File: config.mk
export PLATFORM = sky130hd
export DESIGN_NAME = fsb_status_bank
export DESIGN_NICKNAME = d
export VERILOG_FILES = /design/src/rtl/fsb_pkg.sv /design/src/rtl/fsb_sticky_bits.sv /design/src/rtl/fsb_evt_cnt.sv /design/src/rtl/fsb_rd_ctrl.sv /design/src/rtl/fsb_status_bank.sv
export SDC_FILE = /design/constraint.sdc
export NUM_CORES = 1
export LEC_CHECK = 0
export BUFFER_PORTS_ARGS = -buffer_cell sky130_fd_sc_hd__buf_2
export CORE_MARGIN = 4
export CORE_UTILIZATION = 40
export DETAILED_ROUTE_END_ITERATION = 12
export PLACE_DENSITY_LB_ADDON = 0.08
export SLEW_MARGIN = 25
export SYNTH_ARGS = -nofsm -noshare
export SYNTH_HDL_FRONTEND = slang
export SYNTH_SLANG_ARGS = --single-unit
File: constraint.sdc
create_clock -name clk_i -period 5.8 [get_ports clk_i]
set_input_delay 0.87 -clock clk_i [delete_from_list [all_inputs] [get_ports clk_i]]
set_output_delay 0.87 -clock clk_i [all_outputs]
set_load 0.01 [all_outputs]
File: src/rtl/fsb_pkg.sv
package fsb_pkg;
  localparam int unsigned NUM_REG  = 3;
  localparam int unsigned REG_ILIM = 0;
  localparam int unsigned REG_THRM = 1;
  localparam int unsigned REG_SYS  = 2;
  // system register flag positions
  localparam int unsigned SYS_TWARN = 0;
  localparam int unsigned SYS_PWRC  = 1;
  localparam int unsigned SYS_V5AUV = 2;
  localparam int unsigned SYS_CERR  = 3;
  localparam int unsigned SYS_NFLG  = 4;
  localparam int unsigned SYS_CNT_LSB = 4;
endpackage

File: src/rtl/fsb_sticky_bits.sv
module fsb_sticky_bits #(
  parameter int unsigned W = 8,
  parameter logic [W-1:0] RST_VAL = '0
) (
  input  logic         clk_i,
  input  logic         rst_ni,
  input  logic [W-1:0] cond_i,
  input  logic [W-1:0] clr_i,
  output logic [W-1:0] flag_o
);
  logic [W-1:0] flag_q;

  // set wins over a coinciding clear
  always_ff @(posedge clk_i or negedge rst_ni) begin
    if (!rst_ni) flag_q <= RST_VAL;
    else         flag_q <= cond_i | (flag_q & ~clr_i);
  end

  assign flag_o = flag_q;

  for (genvar i = 0; i < W; i++) begin : g_chk

    set_chk: assert property (@(posedge clk_i) disable iff (!rst_ni)
      cond_i[i] |=> flag_q[i]);

    hold_chk: assert property (@(posedge clk_i) disable iff (!rst_ni)
      (flag_q[i] && !clr_i[i]) |=> flag_q[i]);

    clear_chk: assert property (@(posedge clk_i) disable iff (!rst_ni)
      (clr_i[i] && !cond_i[i]) |=> !flag_q[i]);

    fall_chk: assert property (@(posedge clk_i) disable iff (!rst_ni)
      $fell(flag_q[i]) |-> $past(clr_i[i]));
  end
endmodule

File: src/rtl/fsb_evt_cnt.sv
module fsb_evt_cnt #(
  parameter int unsigned CW = 2
) (
  input  logic          clk_i,
  input  logic          rst_ni,
  input  logic          inc_i,
  input  logic [CW-1:0] sub_i,
  output logic [CW-1:0] cnt_o
);
  logic [CW-1:0] cnt_q, base;

  always_comb base = cnt_q - sub_i;

  always_ff @(posedge clk_i or negedge rst_ni) begin
    if (!rst_ni)                       cnt_q <= '0;
    else if (inc_i && (base != '1))    cnt_q <= base + CW'(1);
    else                               cnt_q <= base;
  end

  assign cnt_o = cnt_q;


  cnt_step_chk: assert property (@(posedge clk_i) disable iff (!rst_ni)
    (inc_i && sub_i == '0 && cnt_q != '1) |=> cnt_q == $past(cnt_q) + CW'(1));

  cnt_sat_chk: assert property (@(posedge clk_i) disable iff (!rst_ni)
    (sub_i == '0 && cnt_q == '1) |=> cnt_q == '1);
endmodule

File: src/rtl/fsb_rd_ctrl.sv
module fsb_rd_ctrl #(
  parameter int unsigned DATA_W = 8,
  parameter int unsigned ADDR_W = 2,
  parameter int unsigned NREG   = 3
) (
  input  logic                   clk_i,
  input  logic                   rst_ni,
  input  logic                   rd_req_i,
  input  logic [ADDR_W-1:0]      rd_addr_i,
  input  logic                   rsp_end_i,
  input  logic [NREG*DATA_W-1:0] regs_i,
  output logic [DATA_W-1:0]      rd_data_o,
  output logic [NREG*DATA_W-1:0] clr_o
);
  logic [DATA_W-1:0] sel, snap_q;
  logic              pend_q;
  logic [ADDR_W-1:0] pend_addr_q;

  always_comb begin
    sel = '0;
    for (int i = 0; i < int'(NREG); i++)
      if (rd_addr_i == ADDR_W'(i)) sel = regs_i[i*DATA_W +: DATA_W];
  end

  // address is captured at command time; clear waits for response end
  always_ff @(posedge clk_i or negedge rst_ni) begin
    if (!rst_ni) begin
      snap_q      <= '0;
      pend_q      <= 1'b0;
      pend_addr_q <= '0;
    end else if (rd_req_i) begin
      snap_q      <= sel;
      pend_q      <= 1'b1;
      pend_addr_q <= rd_addr_i;
    end else if (rsp_end_i) begin
      pend_q      <= 1'b0;
    end
  end

  for (genvar i = 0; i < NREG; i++) begin : g_clr
    assign clr_o[i*DATA_W +: DATA_W] =
      (rsp_end_i && pend_q && pend_addr_q == ADDR_W'(i)) ? snap_q : '0;
  end

  assign rd_data_o = snap_q;


  data_hold_chk: assert property (@(posedge clk_i) disable iff (!rst_ni)
    !rd_req_i |=> $stable(rd_data_o));

  empty_addr_chk: assert property (@(posedge clk_i) disable iff (!rst_ni)
    (rd_req_i && rd_addr_i >= ADDR_W'(NREG)) |=> rd_data_o == '0);

  no_pend_chk: assert property (@(posedge clk_i) disable iff (!rst_ni)
    (rsp_end_i && !rd_req_i) |=> !pend_q);
endmodule

File: src/rtl/fsb_status_bank.sv
module fsb_status_bank
  import fsb_pkg::*;
#(
  parameter int unsigned NUM_CH = 2,
  parameter int unsigned DATA_W = 8,
  parameter int unsigned ADDR_W = 2,
  parameter int unsigned CNT_W  = 2
) (
  input  logic              clk_i,
  input  logic              rst_ni,
  input  logic [NUM_CH-1:0] hs_ilim_i,
  input  logic [NUM_CH-1:0] ls_ilim_i,
  input  logic [NUM_CH-1:0] short_i,
  input  logic [NUM_CH-1:0] comp_ov_i,
  input  logic [NUM_CH-1:0] tsd_i,
  input  logic [NUM_CH-1:0] bst_uv_i,
  input  logic [NUM_CH-1:0] toff_min_i,
  input  logic              twarn_i,
  input  logic              v5a_uv_i,
  input  logic              comm_err_i,
  input  logic              wd_to_i,
  input  logic              rd_req_i,
  input  logic [ADDR_W-1:0] rd_addr_i,
  input  logic              rsp_end_i,
  output logic [DATA_W-1:0] rd_data_o,
  output logic              alert_o
);
  localparam int unsigned LANE_W = DATA_W / NUM_CH;
  localparam int unsigned BANK_W = NUM_REG * DATA_W;
  localparam logic [SYS_NFLG-1:0] SYS_RST = SYS_NFLG'(1 << SYS_PWRC);

  logic [DATA_W-1:0]   cond_ilim, cond_thrm, flag_ilim, flag_thrm, word_sys;
  logic [SYS_NFLG-1:0] cond_sys, flag_sys;
  logic [CNT_W-1:0]    evt_cnt;
  logic [BANK_W-1:0]   regs, clr;

  always_comb begin
    cond_ilim = '0;
    cond_thrm = '0;
    for (int c = 0; c < int'(NUM_CH); c++) begin
      cond_ilim[c*LANE_W +: 4] = {comp_ov_i[c], short_i[c], ls_ilim_i[c], hs_ilim_i[c]};
      cond_thrm[c*LANE_W +: 3] = {toff_min_i[c], bst_uv_i[c], tsd_i[c]};
    end
    cond_sys = '0;
    cond_sys[SYS_TWARN] = twarn_i;
    cond_sys[SYS_V5AUV] = v5a_uv_i;
    cond_sys[SYS_CERR]  = comm_err_i;
  end

  fsb_sticky_bits #(.W(DATA_W), .RST_VAL('0)) u_ilim (
    .clk_i, .rst_ni, .cond_i(cond_ilim),
    .clr_i(clr[REG_ILIM*DATA_W +: DATA_W]), .flag_o(flag_ilim));

  fsb_sticky_bits #(.W(DATA_W), .RST_VAL('0)) u_thrm (
    .clk_i, .rst_ni, .cond_i(cond_thrm),
    .clr_i(clr[REG_THRM*DATA_W +: DATA_W]), .flag_o(flag_thrm));

  fsb_sticky_bits #(.W(SYS_NFLG), .RST_VAL(SYS_RST)) u_sys (
    .clk_i, .rst_ni, .cond_i(cond_sys),
    .clr_i(clr[REG_SYS*DATA_W +: SYS_NFLG]), .flag_o(flag_sys));

  fsb_evt_cnt #(.CW(CNT_W)) u_wdcnt (
    .clk_i, .rst_ni, .inc_i(wd_to_i),
    .sub_i(clr[REG_SYS*DATA_W + SYS_CNT_LSB +: CNT_W]), .cnt_o(evt_cnt));

  always_comb begin
    word_sys = '0;
    word_sys[SYS_NFLG-1:0] = flag_sys;
    word_sys[SYS_CNT_LSB +: CNT_W] = evt_cnt;
    regs = '0;
    regs[REG_ILIM*DATA_W +: DATA_W] = flag_ilim;
    regs[REG_THRM*DATA_W +: DATA_W] = flag_thrm;
    regs[REG_SYS*DATA_W  +: DATA_W] = word_sys;
  end

  fsb_rd_ctrl #(.DATA_W(DATA_W), .ADDR_W(ADDR_W), .NREG(NUM_REG)) u_rd (
    .clk_i, .rst_ni, .rd_req_i, .rd_addr_i, .rsp_end_i,
    .regs_i(regs), .rd_data_o, .clr_o(clr));

  assign alert_o = |regs;


  pwrc_hold_chk: assert property (@(posedge clk_i) disable iff (!rst_ni)
    (flag_sys[SYS_PWRC] && !rsp_end_i) |=> flag_sys[SYS_PWRC]);

  alert_chk: assert property (@(posedge clk_i) disable iff (!rst_ni)
    (hs_ilim_i[0] || tsd_i[0] || wd_to_i) |=> alert_o);
endmodule

Word-level counts from Yosys, hierarchy flattened
Cells that the tools add are included. Widths: inputs -> output; s select.

Register bits after elaboration: 33. Memories: 0. RAM bits: 0. Bits in read-only memories: 0. Bits in latches: 0. Output and inout port bits: 9. Word-level logic and storage cells: 41.

$mul: 0. Eq/ne operators: 5. Shift operators: 0. Div/mod/pow operators: 0. Bitwise gates (word level): 9. Multiplexer cells: 9. Reduce and logical (&&, ||, !) cells: 9. $add $sub $neg: 2. Order comparisons: 0.

Operators with widths (number): $mux 8 (5); $reduce_or 22->1 (1); $and 8x8->8 (2); $not 8->8 (2); $or 7x8->8 (1); $or 8x8->8 (1); $mux 6 (1); $logic_and 1x1->1 (5); $and 4x4->4 (1); $eq 2x1->1 const B (2); $eq 2x2->1 const B (2); $logic_not 2->1 (2); $not 4->4 (1); $or 4x4->4 (1); $add 2x1->2 const B (1); $mux 1 (2); $mux 2 (1); $ne 2x2->1 const B (1); $reduce_bool 2->1 (1); $sub 2x2->2 (1).

Logic depth before layout (Yosys ltp)
Depth after elaboration: 7. Mapped depth: 11. Mapped depth without buffers: 10.

Modules after synthesis
Synthesis repeated with hierarchy kept, for this count alone.

Cells, all modules: 159. Area total of the unflattened synthesis: 1801.7 µm².

Modules (own cells, without submodules): fsb_rd_ctrl (instances 1, area each 892.1 µm², cells each 81, sequential area each 275.3 µm²); fsb_sticky_bits (u_ilim ...) (instances 2, area each 290.3 µm², cells each 24, sequential area each 200.2 µm²); fsb_sticky_bits (u_sys) (instances 1, area each 146.4 µm², cells each 12, sequential area each 101.3 µm²); fsb_evt_cnt (instances 1, area each 132.6 µm², cells each 10, sequential area each 50.0 µm²); fsb_status_bank (instances 1, area each 50.0 µm², cells each 8, sequential area each 0.0 µm²).

Worst setup path after synthesis
Ideal clock, no wire load.

Path type: input port to flip-flop. Start: input port rsp_end_i. End: register u_wdcnt.cnt_q[1], in the netlist u_wdcnt.cnt_o[1]. Stages on the path: 11. Buffers on the path: 1. Arrival: 2382 ps. Slack: 3322 ps. Data required time: 5705 ps. Cells stage by stage: and4b_1 -> clkbuf_1 -> and2_1 -> ha_1 -> xor2_1 -> and3_1 -> nor2_1 -> ha_1 -> nor2b_1 -> nand2_1 -> o31ai_1.

Cells in the longest elaborated chain, start to end: 7.

RTL lines: from (decl) (RTL line fsb_status_bank.sv:24) `input logic rsp_end_i,`; $logic_and 1x1->1 (*) (2 in a row) (RTL line fsb_rd_ctrl.sv:42) `(rsp_end_i && pend_q && pend_addr_q == ADDR_W'(i)) ? snap_q : '0;`; $mux 6 (*) (RTL line fsb_rd_ctrl.sv:42); $sub 2x2->2 (*) (RTL line fsb_evt_cnt.sv:12) `always_comb base = cnt_q - sub_i;`; parallel branches: the longest is 2 deep, another holds $add 2x1->2; $mux 2 (*) (RTL line fsb_evt_cnt.sv:16) `else if (inc_i && (base != '1)) cnt_q <= base + CW'(1);`; to (signal assigned) (RTL line fsb_evt_cnt.sv:16); to (signal assigned) (RTL line fsb_evt_cnt.sv:17) `else cnt_q <= base;`; to (decl) (RTL line fsb_evt_cnt.sv:10) `logic [CW-1:0] cnt_q, base;`.

Mark *: on every way between the ends. A chain may end at the register's enable or synchronous reset.

Final worst setup path
Start: register u_ilim.flag_q[3], in the netlist u_ilim.flag_o[3]. End: output port alert_o.

Cells in the longest elaborated chain, start to end: 1.

RTL lines: from (decl) (RTL line fsb_sticky_bits.sv:11) `logic [W-1:0] flag_q;`; from (signal assigned) (RTL line fsb_sticky_bits.sv:16) `else flag_q <= cond_i | (flag_q & ~clr_i);`; $reduce_or 22->1 (RTL line fsb_status_bank.sv:80) `assign alert_o = |regs;`; to (decl) (RTL line fsb_status_bank.sv:26) `output logic alert_o`.

Every way passes these cells.

==> metrics.txt <==
final setup violation count 0; fraction of layout cells with a size suffix above 1 26.5%; # diodes 0; initial DRC count 71; clock sink total 33; crit path DAT 1.84 ns; WP data required 4.93 ns; Tmin final 2.71 ns; Synth Cell Area 1490 um2; cts repair resizes 0; DRC viols 0; slew at the pin with the worst max-slew slack 0.721 ns; post-synthesis mux area share 6.91%; final core occ 51.5%; Post-synth top flop dfrtp_1; antenna violations before repair 0; via count 1143; RSZ-0062 raised after global routing no; synthesis-stage register bit count 33; syn nets 162; final hold vios 0; Max-slew headroom 51.9%; VDD IR max 0.186 mV; TritonCTS clock tree done; first-pass GRT wire length 5460 um; Cells after Synth 136; clock-pin slew on the worst setup and hold paths 0.06 ns; Routed WL 3420 um; pre-CTS setup slack 2.98 ns; Post-Synth Simple-Gate Area 13.6%; GP Congestion 0.726; hold_ws 0.501 ns; critical path peak fanout 3; DR pass1 iterations 4; H-tree depth 2; Die Ht 68.9 um; fin. max-slew vios 0; Max Fclk 0.370 GHz; IO buf count 32; Hold Path Class reg2reg; xor/xnor share of the synthesized area 1.18%; io pins 33; Initial Util 42.8%; synthesized area per cell 10.9 um2; number of global-route vias before repair 1138; main combinational cell family by area after synthesis compound AO/OA/AOI/OAI gates; crit path launch type flip-flop; Site Rows 21; final setup margin 3.09 ns; CP Class reg2out; PD cells 311 nW/um2; warning count from the yosys run 0; Die Wd 68.9 um; largest net degree at the start of global routing 34; Synth Area in Compound Gates 17.9%; post-DP HPWL 2420 um; die area 4750 um2; Synth Area in Adders 1.68%; hold_buf cts 0; WL/cell 15.8 um; Placed Instances 208; worst-skew pair later-pin latency 0.27 ns; Synth async-reset ratio 100%; Worst setup EP type output pin; register area share after synthesis 55.7%; nets@finish 195; Post-synth EDFFs 0; GRT overflow 0; clock tree buffer depth 2; LEAKAGE 0.772 nW; Tot GR Track Use 16.2%; DR vias/cell 5.29; CTS root buf clkbuf_8; status completed; reg-to-reg slack, setup 3.46 ns; commonest cells after routing, fill and taps aside buf_2 (32), dfrtp_1 (32), nand2_1 (18), a21o_1 (17), mux2i_1 (8); skew final 0.00122 ns; Max Cap Violations 0; Final period util 46.7%; postcts setup bufs 0; Final ANT Viol Nets 0; P&R area growth vs syn 20.2%; core box area 3470 um2; setup TNS 0 ns; Final Non-Filler Cells 216; Synth cell types 27; TritonCTS Buffers 5
==> per-layer routing <==
| layer | GRT usage, % | wire [um] | vias to the layer above | share of wire (%) |
|---|---|---|---|---|
| met3 | 6.65 | 230 | 6 | 6.7 |
| met2 | 24.8 | 1600 | 41 | 47 |
| li1 | - | - | 544 | - |
| met4 | 5.11 | 48 | 0 | 1.4 |
| met5 | 0 | 0 | - | 0 |
| met1 | 20.8 | 1540 | 552 | 45 |
==> worst paths after layout <==
kind | from | to | cells past startpoint
min in group asynchronous | rst_ni | u_rd.pend_q$_DFFE_PN0P_ | 1
hold / removal | u_sys.flag_o[1]$_DFF_PN1_ | u_sys.flag_o[1]$_DFF_PN1_ | 1
setup reg to reg | u_rd.pend_addr_q[0]$_DFFE_PN0P_ | u_wdcnt.cnt_o[1]$_DFF_PN0_ | 10
hold reg to reg | u_sys.flag_o[1]$_DFF_PN1_ | u_sys.flag_o[1]$_DFF_PN1_ | 1
setup / recovery | u_ilim.flag_o[3]$_DFF_PN0_ | alert_o | 3
max in group asynchronous | rst_ni | u_ilim.flag_o[6]$_DFF_PN0_ | 1
==> power by group <==
part | total (W) | internal [W] | switching [W]
clock network | 0.000185 | 0.000107 | 0.0000783
registers | 0.000273 | 0.000252 | 0.0000217
logic | 0.0000972 | 0.0000462 | 0.0000510
total | 0.000556 | 0.000405 | 0.000151
==> logic make-up after synthesis <==
| logic type | count (synthesis) |
|---|---|
| AO/OA/AOI/OAI | 37 |
| AND/OR/NAND/NOR | 40 |
| adder cells (fa/ha/maj) | 2 |
| multiplexers | 10 |
| flip-flops | 33 |
| buffers and inverters | 12 |
| XOR/XNOR | 2 |
==> cells in the mapped netlist, types with 2 or more instances <==
library cell / number / area, um2
dfrtp_1: 32 / 801
nand2_1: 18 / 67.6
a21o_1: 17 / 128
mux2i_1: 8 / 80.1
a21oi_1: 7 / 35.0
clkbuf_1: 7 / 26.3
nor2_1: 7 / 26.3
a2bb2oi_1: 6 / 52.6
inv_1: 5 / 18.8
nor4_1: 4 / 25.0
a21boi_0: 3 / 22.5
and4b_1: 2 / 20.0
ha_1: 2 / 25.0
mux2_2: 2 / 22.5
nor2b_1: 2 / 12.5
o22ai_1: 2 / 12.5
or4_1: 2 / 15.0
==> sequential cells by signal, indices dropped and copies added, names as in the netlist <==
register,flops
u_rd.rd_data_o,8
u_thrm.flag_o,8
u_sys.flag_o,4
u_rd.pend_addr_q,2
u_ilim.flag_o,8
u_rd.pend_q,1
u_wdcnt.cnt_o,2
==> per-stage QoR <==
step | area (um2) | power [W]
after floorplan | 1490 | 0.000336
after global placement | 1680 | 0.000368
after detailed placement | 1680 | 0.000374
after CTS | 1790 | 0.000561
after global routing | 1790 | 0.000587
final | 1790 | 0.000556
==> layout make-up <==
class	count	area, um2
tap	46	57.6
multi-input combinational	91	613
fill	342	1680
clock inverter	1	5.00
sequential	33	827
inverter	5	18.8
timing repair buffer	33	168
clock buffer	7	96.3
==> worst max-delay path, cell delays in order, from the launching register on <==
cell and delay [ns]:
dfrtp_1 0.39, or4_1 0.53, or4_1 0.48, buf_2 0.16
No activity file was read; power rests on OpenSTA's default activity.
